==> src/rtl/smm_pkg.sv <==
package smm_pkg;
   function automatic int prod_width(input int mag_w);
      return 2 * mag_w;
   endfunction

   function automatic int core_width(input int mag_w);
      return mag_w + 1;
   endfunction
endpackage

==> src/rtl/smm_fa.sv <==
module smm_fa (
   input  logic x_i,
   input  logic y_i,
   input  logic c_i,
   output logic s_o,
   output logic c_o
);
   logic hx;
   assign hx  = x_i ^ y_i;
   assign s_o = hx ^ c_i;
   assign c_o = (x_i & y_i) | (hx & c_i);
endmodule

==> src/rtl/smm_cond_neg.sv <==
module smm_cond_neg #(
   parameter int W = 6
) (
   input  logic         en_i,
   input  logic [W-1:0] d_i,
   output logic [W-1:0] q_o
);
   logic [W-1:0] seen;

   generate
      if (W < 1) begin : g_bad
         $error("smm_cond_neg: W must be at least 1");
      end
   endgenerate

   assign seen[0] = 1'b0;
   assign q_o[0]  = d_i[0];

   genvar i;
   generate
      for (i = 1; i < W; i++) begin : g_bit
         assign seen[i] = seen[i-1] | d_i[i-1];
         assign q_o[i]  = d_i[i] ^ (en_i & seen[i]);
      end
   endgenerate
endmodule

==> src/rtl/smm_core.sv <==
module smm_core #(
   parameter int W = 6
) (
   input  logic [W-1:0]   x_i,
   input  logic [W-1:0]   y_i,
   output logic [2*W-1:0] p_o
);
   logic [W-1:0][W-1:0] pp;
   logic [W-1:0][W:0]   row_s;

   generate
      if (W < 2) begin : g_bad
         $error("smm_core: W must be at least 2");
      end
   endgenerate

   genvar r, c;
   generate
      for (r = 0; r < W; r++) begin : g_pp_row
         for (c = 0; c < W; c++) begin : g_pp_col
            assign pp[r][c] = x_i[c] & y_i[r];
         end
      end

      for (r = 0; r < W; r++) begin : g_row
         if (r == 0) begin : g_first
            assign row_s[0] = {1'b0, pp[0]};
         end else begin : g_add
            logic [W:0] cy;
            assign cy[0] = 1'b0;
            for (c = 0; c < W; c++) begin : g_cell
               smm_fa u_fa (
                  .x_i (row_s[r-1][c+1]),
                  .y_i (pp[r][c]),
                  .c_i (cy[c]),
                  .s_o (row_s[r][c]),
                  .c_o (cy[c+1])
               );
            end
            assign row_s[r][W] = cy[W];
         end
         assign p_o[r] = row_s[r][0];
      end
   endgenerate

   assign p_o[2*W-1:W] = row_s[W-1][W:1];
endmodule

==> src/rtl/sm_array_mult.sv <==
module sm_array_mult #(
   parameter int MAG_W = 5
) (
   input  logic [MAG_W:0]     a_i,
   input  logic [MAG_W:0]     b_i,
   output logic [2*MAG_W-1:0] prod_o,
   output logic               sign_o
);
   localparam int W  = smm_pkg::core_width(MAG_W);
   localparam int PW = smm_pkg::prod_width(MAG_W);

   generate
      if (MAG_W < 1) begin : g_bad
         $error("sm_array_mult: MAG_W must be at least 1");
      end
   endgenerate

   logic         a_neg, b_neg;
   logic [W-1:0] a_mag, b_mag;
   logic [2*W-1:0] core_p;
   logic         unused_core_hi;

   assign a_neg  = a_i[MAG_W];
   assign b_neg  = b_i[MAG_W];
   assign sign_o = a_neg ^ b_neg;

   smm_cond_neg #(.W(W)) u_neg_a (
      .en_i (a_neg),
      .d_i  (a_i),
      .q_o  (a_mag)
   );

   smm_cond_neg #(.W(W)) u_neg_b (
      .en_i (b_neg),
      .d_i  (b_i),
      .q_o  (b_mag)
   );

   smm_core #(.W(W)) u_core (
      .x_i (a_mag),
      .y_i (b_mag),
      .p_o (core_p)
   );

   smm_cond_neg #(.W(PW)) u_neg_p (
      .en_i (sign_o),
      .d_i  (core_p[PW-1:0]),
      .q_o  (prod_o)
   );

   assign unused_core_hi = |core_p[2*W-1:PW];
endmodule

==> config.mk <==
export PLATFORM = sky130hd
export DESIGN_NAME = sm_array_mult
export DESIGN_NICKNAME = d
export VERILOG_FILES = /design/src/rtl/smm_pkg.sv /design/src/rtl/smm_fa.sv /design/src/rtl/smm_cond_neg.sv /design/src/rtl/smm_core.sv /design/src/rtl/sm_array_mult.sv
export SDC_FILE = /design/constraint.sdc
export NUM_CORES = 1
export LEC_CHECK = 0
export BUFFER_PORTS_ARGS = -buffer_cell sky130_fd_sc_hd__buf_2
export CAP_MARGIN = 10
export CORE_MARGIN = 2
export CORE_UTILIZATION = 40
export DETAILED_ROUTE_END_ITERATION = 8
export SLEW_MARGIN = 5
export SYNTH_ARGS = -nofsm -noshare
export SYNTH_HDL_FRONTEND = slang
export SYNTH_SLANG_ARGS = --single-unit
==> constraint.sdc <==
create_clock -name vclk -period 10.86
set_clock_uncertainty 0.05 [all_clocks]
set_input_delay 2.172 -clock vclk [all_inputs]
set_output_delay 2.172 -clock vclk [all_outputs]
set_load 0.05 [all_outputs]
== Word level (Yosys, flattened, before mapping) ==
Index checks and enable logic that the tools add are counted.

* Output and inout port bits: 11
* Register bits: 0
* Word-level logic and storage cells: 211

* Bitwise gates (word level): 211

{| class="wikitable"
|+ Operators with widths
! cell !! number
|-
| 1-bit bitwise AND || 102
|-
| 1-bit bitwise XOR || 72
|-
| 1-bit bitwise OR || 37
|}

== Logic depth before layout (Yosys ltp) ==
* Depth after elaboration: 29
* Mapped depth: 26
* Depth with buffers taken out: 25

== Hierarchy ==
From an unflattened synthesis, not the netlist that was laid out.

* Cell total of the unflattened synthesis: 127
* Area total of the unflattened synthesis: 1,290.0 um2

{| class="wikitable"
|+ By module, submodules not included
! module !! area each (um2) !! cells an instance !! instances
|-
| smm_fa || 20.0 || 1 || 30
|-
| smm_core || 319.1 || 49 || 1
|-
| smm_cond_neg (u_neg_p) || 186.4 || 23 || 1
|-
| smm_cond_neg (u_neg_a ...) || 87.6 || 12 || 2
|-
| sm_array_mult || 8.8 || 1 || 1
|}

== Worst setup path after synthesis ==
OpenSTA, ideal clock, no wires.

* Path kind: input port to output port
* Start: in a_i[0]
* End: out prod_o[9]
* Path slack: -0.240 ns
* Data arrival time: 8.878 ns
* Stages on the path: 24
* Cells stage by stage: buf_6 o21ai_0 xor2_1 nand2b_1 fa_1 inv_1 fa_1 inv_1 fa_1 inv_1 fa_1 fa_1 fa_1 fa_1 fa_1 inv_1 fa_1 fa_1 inv_1 fa_1 inv_1 a41oi_1 xnor2_1 xnor2_1

* Longest elaborated chain between the ends: 29
* Elaborated cells on any way between the ends: 180
* Classes of those cells: bitwise: 180

{| class="wikitable"
|+ RTL lines
! item !! line !! RTL
|-
| from (decl) || sm_array_mult.sv:4 || <nowiki>input logic [MAG_W:0] a_i,</nowiki>
|-
| 1-bit bitwise OR || smm_cond_neg.sv:22 || <nowiki>assign seen[i] = seen[i-1] | d_i[i-1];</nowiki>
|-
| 1-bit bitwise AND || smm_cond_neg.sv:23 || <nowiki>assign q_o[i] = d_i[i] ^ (en_i & seen[i]);</nowiki>
|-
| 1-bit bitwise XOR || smm_cond_neg.sv:23 ||
|-
| 1-bit bitwise AND || smm_core.sv:21 || <nowiki>assign pp[r][c] = x_i[c] & y_i[r];</nowiki>
|-
| 1-bit bitwise XOR || smm_fa.sv:9 || <nowiki>assign hx = x_i ^ y_i;</nowiki>
|-
| 1-bit bitwise AND || smm_fa.sv:11 || <nowiki>assign c_o = (x_i & y_i) | (hx & c_i);</nowiki>
|-
| 1-bit bitwise OR || smm_fa.sv:11 ||
|-
| 1-bit bitwise AND / 1-bit bitwise XOR (equally long branches) || smm_fa.sv:11, smm_fa.sv:10 ||
|-
| [... 13 more ...] || - ||
|-
| 1-bit bitwise XOR / 1-bit bitwise AND (equally long branches) || smm_fa.sv:10, smm_fa.sv:11 ||
|-
| 1-bit bitwise XOR / 1-bit bitwise OR (equally long branches) || smm_fa.sv:9, smm_fa.sv:11 ||
|-
| 1-bit bitwise AND / 1-bit bitwise XOR (equally long branches) || smm_fa.sv:11, smm_fa.sv:10 ||
|-
| 1-bit bitwise OR / 1-bit bitwise XOR (equally long branches) || smm_fa.sv:11, smm_fa.sv:9 ||
|-
| 1-bit bitwise XOR / 1-bit bitwise AND (equally long branches) || smm_fa.sv:10, smm_fa.sv:11 ||
|-
| 1-bit bitwise XOR (tied with other cells) || smm_fa.sv:9 ||
|-
| 1-bit bitwise XOR / 1-bit bitwise AND (equally long branches) || smm_fa.sv:10, smm_cond_neg.sv:23 ||
|-
| 1-bit bitwise XOR (*) || smm_cond_neg.sv:23 ||
|-
| to (decl) || sm_array_mult.sv:6 || <nowiki>output logic [2*MAG_W-1:0] prod_o,</nowiki>
|}

Mark *: on every way between the ends. The rest lies on a longest branch, timed or not.

== Final worst setup path ==
Ends and elaborated chain as after synthesis.

==> results.sh <==
export IMPL_status="completed"
export IMPL_drt_first_iter_violations=20
export IMPL_pin_count=23
export IMPL_firstDrtPassIters=4
export IMPL_grt_antenna_before_repair=0
export IMPL_multiInputGateArea_um2=1170
export IMPL_endpoint="prod_o[9]"
export IMPL_grt_pass1_vias=1013
export IMPL_startpoint="a_i[0]"
export IMPL_grt_pass1_wl_mm=4.03
export IMPL_crit_path_end_kind="output pin"
export IMPL_hold_path_class="input pin to output pin"
export IMPL_fillers=266
export IMPL_core_um2=2760
export IMPL_leakagePower_nw=0.715
export IMPL_syn_area_um2=1170
export IMPL_synth_distinct_cells=27
export IMPL_grt_max_degree=10
export IMPL_ys_seq_area_share_pct=0
export IMPL_post_route_util_pct=55.7
export IMPL_start_kind="input pin"
export IMPL_drt_wl_total_mm=2.24
export IMPL_diodes=0
export IMPL_seq_cell_count=0
export IMPL_worstSetupPathType="input pin to output pin"
export IMPL_max_cap_violations=0
export IMPL_cp_arrival_ns=8.38
export IMPL_n_clock_buffer=0
export IMPL_combPwrFrac_pct=100.0
export IMPL_yosysWarnings=0
export IMPL_grt_overflow=0
export IMPL_ys_top_cells_by_area="fa_1, xnor2_1, nor2_1"
export IMPL_synth_top_area_share_pct=36.0
export IMPL_nets=211
export IMPL_fmax_mhz=94.4
export IMPL_start_util_pct=42.3
export IMPL_grt_usage_pct=14.8
export IMPL_routabilityCongestion=0.798
export IMPL_drv_slew=0
export IMPL_drc=0
export IMPL_ir_drop_v=0.000249
export IMPL_post_route_period_util_pct=97.6
export IMPL_die_y_um=58.0
export IMPL_fin_crit_ns=10.60
export IMPL_synth_most_common_cell="nor2_1"
export IMPL_path_max_fanout=7
export IMPL_dp_hpwl_mm=1.90
export IMPL_power_density_nw_per_um2=224
export IMPL_syn2layout_area_growth_pct=31.6
export IMPL_clockPowerShare_pct=0
export IMPL_grt_setup_unrepaired="no"
export IMPL_synth_avg_cell_area_um2=8.91
export IMPL_viasPerCell=4.83
export IMPL_port_buffer_count=23
export IMPL_ant_nets=0
export IMPL_yosys_area_top_type="fa_1"
export IMPL_drive_above_1_share_pct=44.1
export IMPL_syn_inst=131
export IMPL_worst_ep_required_time_ns=8.64
export IMPL_netSwitchingFraction_pct=65.8
export IMPL_synth_nets=170
export IMPL_dpl_worst_slack_ns=-0.0996
export IMPL_p_int_uw=117
export IMPL_cts_hold_buf=0
export IMPL_num_rows=19
export IMPL_setup_viol=0
export IMPL_die_w_um=58.0
export IMPL_pwr_share_seq_pct=0
export IMPL_hold_viol=0
export IMPL_vias=970
export IMPL_regArea_um2=0
export IMPL_relSlewSlack_pct=53.3
export IMPL_post_drt_wl_per_cell_um=11.1
export IMPL_worst_pin_slew_ns=0.695
export IMPL_ys_top_cells_by_count="nor2_1, fa_1, inv_1"
export IMPL_setup_slack_ns=0.262
export IMPL_dieArea_um2=3370
export IMPL_switching_power_uw=226
[cell families after synthesis]
group	count (synthesis)	share of synthesized area (%)
xor+xnor	23	18.5
compound gates	10	9.11
buf+inv	19	7.40
simple gates	52	22.5
fa+ha+maj	27	42.4
[per-layer routing]
layer	GRT usage, %	routed length [um]	vias up	share of wire [%]
met2	31.3	1200	16	54
li1	-	-	486	-
met1	17.5	946	466	42
met5	0	0	-	0
met3	0	62	2	2.8
met4	0	21	0	0.94
[what timing repair did]
action	4_1_cts	5_1_grt
gates resized for setup	4	28
endpoints found under the setup margin	1	2
pin swaps	1	20
buffers inserted	7	0
[how the worst min path moves through the flow]
| stage | start | to | slack, ns | depth (start not counted) |
|---|---|---|---|---|
| finish | b_i[0] | prod_o[0] | 4.97 | 4 |
| global route | b_i[0] | prod_o[0] | 5.00 | 4 |
| CTS | b_i[0] | prod_o[0] | 4.96 | 4 |
| detailed placement | b_i[0] | prod_o[0] | 4.96 | 4 |
| global placement | b_i[0] | prod_o[0] | 4.94 | 4 |
| floorplan | a_i[0] | prod_o[0] | 4.72 | 2 |
[worst max-delay path, stage by stage]
cell      delay [ns]
clkbuf_4        0.16
buf_4           0.17
nor2b_1         0.13
ha_2            0.17
inv_1           0.06
fa_2            0.17
inv_1           0.05
fa_1            0.52
inv_2           0.05
fa_2            0.37
inv_2           0.07
fa_2            0.44
fa_2            0.38
fa_2            0.40
fa_2            0.40
fa_2            0.40
fa_1            0.52
fa_1            0.51
fa_2            0.54
inv_2           0.04
a41oi_2         0.16
xnor2_2         0.16
xnor2_2         0.14
buf_6           0.17
[power by group through the flow]
| stage | Sequential (mW) | Combinational (mW) | Clock (mW) |
|---|---|---|---|
| finish | 0 | 0.343 | 0 |
| global route | 0 | 0.375 | 0 |
| CTS | 0 | 0.329 | 0 |
| detailed placement | 0 | 0.322 | 0 |
| global placement | 0 | 0.319 | 0 |
| floorplan | 0 | 0.261 | 0 |
[layout by cell type (no fill, tap or decap), drive strengths merged]
cell type / netlist / final
or2: 1 / 1
nand2b: 6 / 6
nand3b: 1 / 1
inv: 17 / 17
a211o: 1 / 1
o41ai: 2 / 2
fa: 21 / 21
a41oi: 1 / 1
and3b: 1 / 1
nor2: 27 / 27
nor4: 2 / 2
nand2: 5 / 5
nor2b: 4 / 4
xor2: 11 / 11
o21ai: 3 / 3
nor3: 2 / 2
o31ai: 1 / 1
a21oi: 1 / 1
and2: 2 / 2
a31oi: 1 / 1
nand3: 1 / 1
buf: 2 / 40
xnor2: 12 / 12
ha: 6 / 6
clkbuf: 0 / 1
[metrics by stage]
stage          TNS (ns)  area, um^2  instances  total power [mW]  hold WS [ns]
6_report              0        1540        201             0.343          4.97
3_3_place_gp    -0.0128        1390        194             0.319          4.94
2_1_floorplan         0        1170        131             0.261          4.72
5_1_grt               0        1540        201             0.375          5.00
4_1_cts               0        1460        201             0.329          4.96
3_5_place_dp    -0.0996        1390        194             0.322          4.96
[final cells by class]
type | count | share of cell area [%]
multi-input cells | 112 | 76.5
well taps | 31 | 2.52
repair buffers | 41 | 16.9
inverters | 17 | 4.15
No activity file was read; power rests on OpenSTA's default activity.
